**src/rtl/bcd_add_pkg.sv**
```systemverilog
package bcd_add_pkg;
  localparam int DIGIT_W = 4;
  localparam int RAW_W   = DIGIT_W + 1;
  localparam logic [DIGIT_W-1:0] FIX_ADD = 4'd6;

  typedef logic [DIGIT_W-1:0] bcd_digit_t;
  typedef logic [RAW_W-1:0]   raw_sum_t;
endpackage

```
**src/rtl/bcd_fix_detect.sv**
```systemverilog
module bcd_fix_detect
  import bcd_add_pkg::*;
(
  input  raw_sum_t raw_i,
  output logic     fix_o
);
  // raw above nine: bit4 set, or bit3 set with bit2 or bit1
  always_comb begin
    fix_o = raw_i[4] | (raw_i[3] & (raw_i[2] | raw_i[1]));
  end
endmodule

```
**src/rtl/bcd_digit_slice.sv**
```systemverilog
module bcd_digit_slice
  import bcd_add_pkg::*;
(
  input  bcd_digit_t a_i,
  input  bcd_digit_t b_i,
  input  logic       cin_i,
  output bcd_digit_t digit_o,
  output logic       cout_o
);
  raw_sum_t raw;
  logic     fix;

  always_comb begin
    raw = {1'b0, a_i} + {1'b0, b_i} + {{DIGIT_W{1'b0}}, cin_i};
  end

  bcd_fix_detect det_i (
    .raw_i (raw),
    .fix_o (fix)
  );

  // carry of the second addition is dropped; fix alone carries on
  always_comb begin
    digit_o = raw[DIGIT_W-1:0] + (fix ? FIX_ADD : '0);
    cout_o  = fix;
  end
endmodule

```
**src/rtl/bcd_ripple_adder.sv**
```systemverilog
module bcd_ripple_adder
  import bcd_add_pkg::*;
#(
  parameter int DIGITS = 4
) (
  input  logic                      clk,
  input  logic                      rst,
  input  logic [DIGITS*DIGIT_W-1:0] a_i,
  input  logic [DIGITS*DIGIT_W-1:0] b_i,
  input  logic                      carry_i,
  output logic [DIGITS*DIGIT_W-1:0] sum_o,
  output logic                      carry_o
);
  localparam int VEC_W = DIGITS * DIGIT_W;

  logic [DIGITS:0]  chain;
  logic [VEC_W-1:0] sum_comb;

  assign chain[0] = carry_i;

  for (genvar k = 0; k < DIGITS; k++) begin : g_digit
    bcd_digit_slice slice_i (
      .a_i     (a_i[k*DIGIT_W +: DIGIT_W]),
      .b_i     (b_i[k*DIGIT_W +: DIGIT_W]),
      .cin_i   (chain[k]),
      .digit_o (sum_comb[k*DIGIT_W +: DIGIT_W]),
      .cout_o  (chain[k+1])
    );
  end

  always_ff @(posedge clk) begin
    if (rst) begin
      sum_o   <= '0;
      carry_o <= 1'b0;
    end else begin
      sum_o   <= sum_comb;
      carry_o <= chain[DIGITS];
    end
  end
endmodule

```
**config.mk**
```make
export PLATFORM = sky130hd
export DESIGN_NAME = bcd_ripple_adder
export DESIGN_NICKNAME = d
export VERILOG_FILES = /design/src/rtl/bcd_add_pkg.sv /design/src/rtl/bcd_fix_detect.sv /design/src/rtl/bcd_digit_slice.sv /design/src/rtl/bcd_ripple_adder.sv
export SDC_FILE = /design/constraint.sdc
export NUM_CORES = 1
export LEC_CHECK = 0
export BUFFER_PORTS_ARGS = -buffer_cell sky130_fd_sc_hd__buf_2
export CORE_UTILIZATION = 45
export CTS_CLUSTER_SIZE = 28
export DETAILED_ROUTE_END_ITERATION = 10
export PLACE_DENSITY = 0.8
export SYNTH_ARGS = -nofsm -noshare
export SYNTH_HDL_FRONTEND = slang
export SYNTH_HIERARCHICAL = 1
export SYNTH_SLANG_ARGS = --single-unit
```
**constraint.sdc**
```tcl
create_clock -name clk -period 12.95 [get_ports clk]
set_input_delay 1.295 -clock clk [delete_from_list [all_inputs] [get_ports clk]]
set_output_delay 1.295 -clock clk [all_outputs]
set_load 0.005 [all_outputs]
```
* Word-level counts from Yosys, hierarchy flattened *
Index checks and enable logic that the tools add are counted.
W data, S select, Z words.

word-level totals
  flip-flop bits (word level) = 17
  latch bits = 0
  bits in writable memories = 0
  bits in read-only memories = 0
  input bits = 35
  output and inout port bits = 17
  word-level logic and storage cells = 30
  memories kept = 0

operators by class
  add/sub/neg operators = 12
  $mul = 0
  divide/modulo/power cells = 0
  $lt $le $gt $ge = 0
  eq/ne operators = 0
  shift-type cells = 0
  muxes and demuxes = 4
  bitwise logic cells = 12
  reductions and logical operators = 0

operators with widths
  kind           number
  $add A4 B4 Y5  4
  $add A5 B1 Y5  4
  $add A4 B4 Y4  4
  $mux W3        4
  $or A1 B1 Y1   8
  $and A1 B1 Y1  4

* Depth between registers and ports, before layout *
Gate-level depths: netlist of the first run.

  depth in word-level cells = 19
  mapped depth = 34

* Cells and area by module *
The synthesis of the first run kept the hierarchy.

modules (own cells, without submodules)
  module                                     times used  cells an instance  area an instance (sq um)  seq. area each (sq um)
  bcd_digit_slice at g_digit[1].slice_i ...  3           29                 229.0                     0.0
  bcd_ripple_adder                           1           35                 475.5                     340.3
  bcd_digit_slice at g_digit[0].slice_i      1           28                 232.7                     0.0
  bcd_fix_detect                             4           2                  11.3                      0.0

* Least setup slack after synthesis of the first run *
OpenSTA, ideal clock, no wires.

  path kind = input-to-reg
  from = in a_i[0]
  to = reg sum_o[15]
  setup time = 116 ps
  arrival = 7207 ps
  setup slack = 5628 ps
  cell stages on the path = 34
  path buffers = 0
  path through = inv_1 fa_1 fa_1 nor2b_1 o21ai_0 nand2b_1 nand2b_1 inv_1 fa_1 fa_1 nor2b_1 o21ai_0 nand2b_1 nand2b_1 inv_1 fa_1 fa_1 nor2b_1 o21ai_0 nand2b_1 nand2b_1 inv_1 fa_1 fa_1 nor2b_1 o21ai_0 nand2b_1 nand2b_1 ha_1 inv_1 fa_1 xor2_1 xnor2_1 and2b_2

on the way
  elaborated cells on any way between the ends = 19
  classes of those cells = add/sub: 6; mux: 1; bitwise: 12

RTL lines
  what                           RTL line                RTL
  from (decl)                    bcd_ripple_adder.sv:8   input logic [DIGITS*DIGIT_W-1:0] a_i,
  $add A4 B4 Y5                  bcd_digit_slice.sv:14   raw = {1'b0, a_i} + {1'b0, b_i} + {{DIGIT_W{1'b0}}, cin_i};
  $add A5 B1 Y5                  bcd_digit_slice.sv:14
  via g_digit[0].slice_i.raw[4]  bcd_digit_slice.sv:10   raw_sum_t raw;
  $or A1 B1 Y1                   bcd_fix_detect.sv:9     fix_o = raw_i[4] | (raw_i[3] & (raw_i[2] | raw_i[1]));
  via chain[1]                   bcd_ripple_adder.sv:16  logic [DIGITS:0] chain;
  $add A5 B1 Y5                  bcd_digit_slice.sv:14
  via g_digit[1].slice_i.raw[4]  bcd_digit_slice.sv:10
  $or A1 B1 Y1                   bcd_fix_detect.sv:9
  via chain[2]                   bcd_ripple_adder.sv:16
  (+1 left out)                  --
  via g_digit[2].slice_i.raw[4]  bcd_digit_slice.sv:10
  (+1 left out)                  --
  via chain[3]                   bcd_ripple_adder.sv:16
  $add A5 B1 Y5                  bcd_digit_slice.sv:14
  via g_digit[3].slice_i.raw[4]  bcd_digit_slice.sv:10
  $or A1 B1 Y1                   bcd_fix_detect.sv:9
  via chain[4]                   bcd_ripple_adder.sv:16
  $mux W3                        bcd_digit_slice.sv:24   digit_o = raw[DIGIT_W-1:0] + (fix ? FIX_ADD : '0);
  $add A4 B4 Y4                  bcd_digit_slice.sv:24
  via sum_comb[15]               bcd_ripple_adder.sv:17  logic [VEC_W-1:0] sum_comb;
  to (signal assigned)           bcd_ripple_adder.sv:36  sum_o <= sum_comb;
  to (decl)                      bcd_ripple_adder.sv:11  output logic [DIGITS*DIGIT_W-1:0] sum_o,

The timed path passes the listed nets, and every way through them passes these cells.
A chain may end at the register's enable or synchronous reset.

* Final worst setup path of the first run *
  from = in a_i[0]
  to = reg sum_o[15]

on the way
  elaborated cells on any way between the ends = 19
  classes of those cells = add/sub: 6; mux: 1; bitwise: 12

RTL lines
  what                           RTL line
  $add A4 B4 Y5                  bcd_digit_slice.sv:14
  $add A5 B1 Y5                  bcd_digit_slice.sv:14
  via g_digit[0].slice_i.raw[4]  bcd_digit_slice.sv:10
  $or A1 B1 Y1                   bcd_fix_detect.sv:9
  via chain[1]                   bcd_ripple_adder.sv:16
  $add A5 B1 Y5                  bcd_digit_slice.sv:14
  via g_digit[1].slice_i.raw[4]  bcd_digit_slice.sv:10
  $or A1 B1 Y1                   bcd_fix_detect.sv:9
  via chain[2]                   bcd_ripple_adder.sv:16
  (+1 left out)                  --
  via g_digit[2].slice_i.raw[2]  bcd_digit_slice.sv:10
  (+3 left out)                  --
  via chain[3]                   bcd_ripple_adder.sv:16
  $add A5 B1 Y5                  bcd_digit_slice.sv:14
  via g_digit[3].slice_i.raw[4]  bcd_digit_slice.sv:10
  $or A1 B1 Y1                   bcd_fix_detect.sv:9
  via chain[4]                   bcd_ripple_adder.sv:16
  $mux W3                        bcd_digit_slice.sv:24
  $add A4 B4 Y4                  bcd_digit_slice.sv:24
  via sum_comb[15]               bcd_ripple_adder.sv:17

The timed path passes the listed nets, and every way through them passes these cells.

==> results of run 1 <==
[stage by stage]
stage | utilization (%) | setup WS (ns) | instance area (um^2) | cells
after floorplan | - | 5.63 | 1440 | 158
after global placement | 56.0 | 5.26 | 1710 | 248
after detailed placement | 56.0 | 5.17 | 1710 | 248
after CTS | 56.9 | 5.48 | 1740 | 252
after global routing | 56.9 | 4.98 | 1740 | 252
final | 56.9 | 5.54 | 1740 | 252
[metal layers]
layer	wire length, um	part of all wire [%]
met1	873	43
met2	1070	52
met3	91	4.4
met4	17	0.83
met5	0	0
[Yosys cell counts]
library cell  number
a21oi_1            3
a221oi_2           1
and2b_2            7
buf_4              4
buf_6              1
dfxtp_1           17
fa_1              12
ha_1              16
inv_1             44
nand2_1            3
nand2b_1           8
nor2b_1           15
o21ai_0            4
o21ai_1            4
o21ai_2            3
xnor2_1           10
xor2_1             6
[power by group]
part	internal [W]	total, W	leakage [nW]	switching (W)
sequential	0.0000682	0.0000714	0.142	0.00000323
clock	0.0000115	0.0000276	0.0177	0.0000161
combinational	0.0000575	0.000108	0.834	0.0000505
total	0.000137	0.000207	0.994	0.0000699
[worst max path at each step]
| stage | from | slack, ns | end |
|---|---|---|---|
| after floorplan | a_i[0] | 5.63 | sum_o[15] |
| after global placement | a_i[0] | 5.26 | sum_o[15] |
| after detailed placement | a_i[0] | 5.17 | sum_o[15] |
| after CTS | a_i[0] | 5.48 | sum_o[15] |
| after global routing | a_i[0] | 4.98 | sum_o[15] |
| final | a_i[0] | 5.54 | sum_o[15] |
[cells in the final DEF, fill, tap and decap left out, types with 3 or more instances in the layout]
| master | n |
|---|---|
| xnor2_1 | 10 |
| clkbuf_4 | 3 |
| nand2b_1 | 8 |
| inv_1 | 44 |
| dfxtp_1 | 17 |
| and2b_2 | 7 |
| nor2b_1 | 15 |
| xor2_1 | 6 |
| nand2_1 | 3 |
| o21ai_2 | 3 |
| a21oi_1 | 3 |
| o21ai_1 | 4 |
| o21ai_0 | 4 |
| buf_2 | 51 |
| fa_1 | 12 |
| ha_1 | 16 |
[kinds of logic after synthesis]
logic type      share of synthesized area [%]
buf+inv                                  14.3
flops                                    23.6
fa+ha+maj                                30.6
simple gates                             15.0
xor+xnor                                 9.73
compound gates                           6.69
[state kept, by name (all words and copies together), names as in the netlist]
register and flops:
carry_o 1, sum_o 16
[area by class of cell]
| class | instances | share of cell area, % |
|---|---|---|
| multi-input combinational | 92 | 51.4 |
| sequential | 17 | 19.6 |
| timing repair buffer | 51 | 14.7 |
| inverter | 44 | 9.51 |
| tap | 44 | 3.17 |
| clock buffer | 3 | 1.30 |
| clock inverter | 1 | 0.288 |
==> results.json, run 1 <==
{
  "yosysUniqueCellTypes": 17,
  "rsz0062_at_grt": "no",
  "fp.dieW_um": 58.6,
  "cp_top_family": "adder cells",
  "ios": 52,
  "leakage_nw": 0.994,
  "start_kind": "input port",
  "arrival_ns": 7.60,
  "hold_depth": 2,
  "yosysWarnings": 6,
  "cts_tree": "yes",
  "postCtsHoldBufs": 0,
  "cts_setup_buffers": 0,
  "tns_ns": 0,
  "powerDensity_nw_per_um2": 119,
  "grt-ovfl-total": 0,
  "layout-drive-gt1-share_pct": 31.7,
  "crit_path_end_kind": "register",
  "cts-root-buf": "clkbuf_4",
  "slew_headroom_pct": 78.4,
  "cp.required_ns": 13.14,
  "routabilityCongestion": 0.793,
  "holdPathEnd": "sum_o[10]",
  "drv_slew": 0,
  "cts_made_buffers": 3,
  "worstSetupPathType": "input port to register",
  "synth_area_um2": 1440,
  "hpwlAfterDp_um": 1850,
  "grt_use_met2_pct": 26.3,
  "grt_pass1_vias": 944,
  "clk_pin_slew_ns": 0.10,
  "period_share_pct": 57.2,
  "synth.ff_latch_count": 17,
  "ir_drop_v": 0.0000410,
  "grt_max_degree": 18,
  "nets": 272,
  "cp.depth": 34,
  "post_cts_resized": 0,
  "routedWlPerCell_um": 8.14,
  "ys_top_cells_by_area": "dfxtp_1 (24%), fa_1 (17%), ha_1 (14%)",
  "chipHeight_um": 58.6,
  "cts.sinks": 17,
  "antenna_found_initial": 0,
  "hp-start": "rst",
  "synthesis.nets": 221,
  "fin_crit_ns": 7.41,
  "synth_area_per_cell_um2": 9.11,
  "top_usage_layer": "met2",
  "max_stage_delay_ns": 0.47,
  "cap_violations": 0,
  "fillCellCount": 303,
  "drcViolationCount": 0,
  "initial_core_util_pct": 47.2,
  "grt_usage_pct": 13.8,
  "ys_seq_area_share_pct": 23.6,
  "core-area_um2": 3050,
  "rows": 20,
  "port_buffers": 51,
  "power_w": 0.000207,
  "grt_util_met1_pct": 15.0,
  "yosysTopAreaCell": "dfxtp_1",
  "die-area_um2": 3430,
  "num_antenna_cells": 0,
  "vias": 1046,
  "worst_slew_pin_slew_ns": 0.324,
  "ant_nets": 0,
  "synthCells": 158,
  "use_met3_pct": 1.54,
  "max_freq_mhz": 135,
  "ff_latch_area_um2": 340,
  "hp-class": "input port to register",
  "hold_slack_ns": 1.37,
  "setup_viol": 0,
  "crit_slowest_cell": "fa_1",
  "routed_wl_um": 2050,
  "critPathBufInv": 6,
  "clk_path_buf_depth": 2,
  "area_growth_pct": 20.6,
  "crit_top_cell": "fa_1",
  "dr.pass1.iters": 4,
  "viasPerCell": 4.15,
  "multi_input_area_um2": 893,
  "synth_top_area_share_pct": 23.6,
  "dr.first_iter.drc_count": 11,
  "hold_violations": 0,
  "cts_max_level": 1,
  "critPathMaxFanout": 3,
  "run_status": "finished clean",
  "grt_pass1_wl_um": 3590
}
Power figures use the tool's default switching activity.
==> inputs of run 2 (changes only) <==
PLACE_DENSITY = 0.82   (was 0.8)
clock period = 6.2 ns   (was 12.95 ns; I/O delays follow)
==> run 2 against run 1 <==
Against the previous run: the run now ends with setup timing left; combinational power rose to 2.8 times the previous value; first-iteration DRC count rose by 82%; clock power rose by 110%; critical path depth is the same; global-route usage is 2.4 points higher; sequential power rose by 110%; count of clock-buffer cells in the layout rose by 1; die area unchanged.
==> results.json, run 2 (synthesis results as in run 1) <==
{
  "stdcell_area_um2": 1990,
  "fp.dieW_um": 58.6,
  "fin_crit_ns": 6.36,
  "hold_violations": 0,
  "layout_setup_ws_ns": -0.162,
  "largest_register_ffs": 16,
  "dr.pass1.iters": 4,
  "hp-class": "input port to register",
  "period_share_pct": 103,
  "ir_drop_v": 0.0000851,
  "cap_violations": 0,
  "die-area_um2": 3430,
  "start_kind": "input port",
  "grt_pass1_vias": 1104,
  "final_common_cell": "buf_2",
  "cts.sinks": 17,
  "slew_headroom_pct": 79.0,
  "drv_slew": 0,
  "core-area_um2": 3050,
  "clk_pin_slew_ns": 0.10,
  "drcViolationCount": 0,
  "regMostFlops": "sum_o",
  "fin_util_pct": 65.3,
  "port_buffers": 51,
  "cts_max_level": 1,
  "reg.largest.list": "sum_o x16, carry_o x1",
  "grt-ovfl-total": 0,
  "routabilityCongestion": 0.743,
  "rsz0062_at_grt": "yes",
  "initial_core_util_pct": 47.2,
  "ant_nets": 0,
  "area_growth_pct": 38.4,
  "cp.required_ns": 6.39,
  "vias": 1158,
  "cts-root-buf": "clkbuf_4",
  "grt_max_degree": 18,
  "powerDensity_nw_per_um2": 257,
  "arrival_ns": 6.55,
  "leakage_nw": 1.11,
  "ios": 52,
  "cts_made_buffers": 3,
  "grt_pass1_wl_um": 4150,
  "fillCellCount": 285,
  "dr.first_iter.drc_count": 20,
  "rows": 20,
  "critPathMaxFanout": 3,
  "place_area_um2": 1860,
  "antenna_found_initial": 0,
  "violations": "setup timing",
  "viasPerCell": 4.27,
  "hpwlAfterDp_um": 2120,
  "crit_top_cell": "fa_2",
  "max_stage_delay_ns": 0.41,
  "num_antenna_cells": 0,
  "crit_slowest_cell": "fa_2",
  "chipHeight_um": 58.6,
  "routedWlPerCell_um": 9.14,
  "clk_path_buf_depth": 2,
  "final_cell_mix": "buf_2 (50), inv_1 (37), buf_4 (19)",
  "nets": 291,
  "setup_viol": 2,
  "worstSetupPathType": "input port to register",
  "grt_usage_pct": 16.3,
  "routed_wl_um": 2480,
  "crit_path_end_kind": "register",
  "cts_tree": "yes",
  "run_status": "finished with violations",
  "worst_slew_pin_slew_ns": 0.314,
  "layout-drive-gt1-share_pct": 48.9,
  "max_freq_mhz": 157
}
run 2: cell types whose count changed in the layout (fill, tap and decap cells not counted), moves of 4 or more:
| cell | previous run | this run |
|---|---|---|
| fa_1 | 12 | 3 |
| fa_2 | 0 | 9 |
| o21ai_0 | 4 | 0 |
| buf_4 | 0 | 19 |
| nand2b_4 | 0 | 4 |
| inv_1 | 44 | 37 |
| inv_2 | 0 | 6 |
| nand2b_1 | 8 | 4 |
run 2: final timing paths:
check,slack [ns],from,end,depth (start not counted)
max,-0.16,carry_i,sum_o[15],34
min,0.70,rst,sum_o[10],2
run 2: timing repair:
action                     in CTS  in global routing
gates resized for setup         0                 26
buffers inserted                0                  2
setup endpoints to repair       1                  2
pin swaps                       0                 16
hold buffers                    0                  0
run 2: layer usage:
layer / up-vias / GRT usage [%] / wire [um]
met5: - / 0 / 0
li1: 598 / - / -
met4: 0 / 6.12 / 30
met3: 4 / 2.86 / 103
met2: 33 / 34.5 / 1420
met1: 523 / 14.9 / 919
run 2: final cells by class:
type	instances	area (um^2)	area share, %
Clock buffer	4	26.3	1.32
Inverter	44	168	8.41
Multi-Input combinational cell	92	1000	50.2
Sequential cell	17	340	17.1
Tap cell	44	55.1	2.76
Timing Repair Buffer	70	404	20.3
run 2: power breakdown:
part	total [W]	switching [W]	internal [W]
registers	0.000150	0.00000767	0.000143
clock network	0.0000582	0.0000332	0.0000250
logic	0.000305	0.000133	0.000172
total	0.000513	0.000173	0.000340
run 2: worst max-delay path: cells and delay by family:
kind                       cells  cell delay [ns]
xor gates and xnor gates       3             0.45
adders and majority gates     10             3.62
AOI/OAI and AO/OA              4             0.34
buffers and inverters          6             0.26
and+or+nand+nor               11             1.26
run 2: stage by stage:
stage / setup WS [ns] / setup TNS, ns / power, W / instances / hold WS, ns
2_1_floorplan: -0.0102 / -0.0102 / 0.000329 / 158 / 0.811
3_3_place_gp: -0.202 / -0.213 / 0.000408 / 265 / 0.986
3_5_place_dp: -0.365 / -0.566 / 0.000423 / 265 / 0.993
4_1_cts: -0.0460 / -0.0460 / 0.000482 / 269 / 0.675
5_1_grt: -0.504 / -0.837 / 0.000570 / 271 / 0.696
6_report: -0.162 / -0.186 / 0.000513 / 271 / 0.700
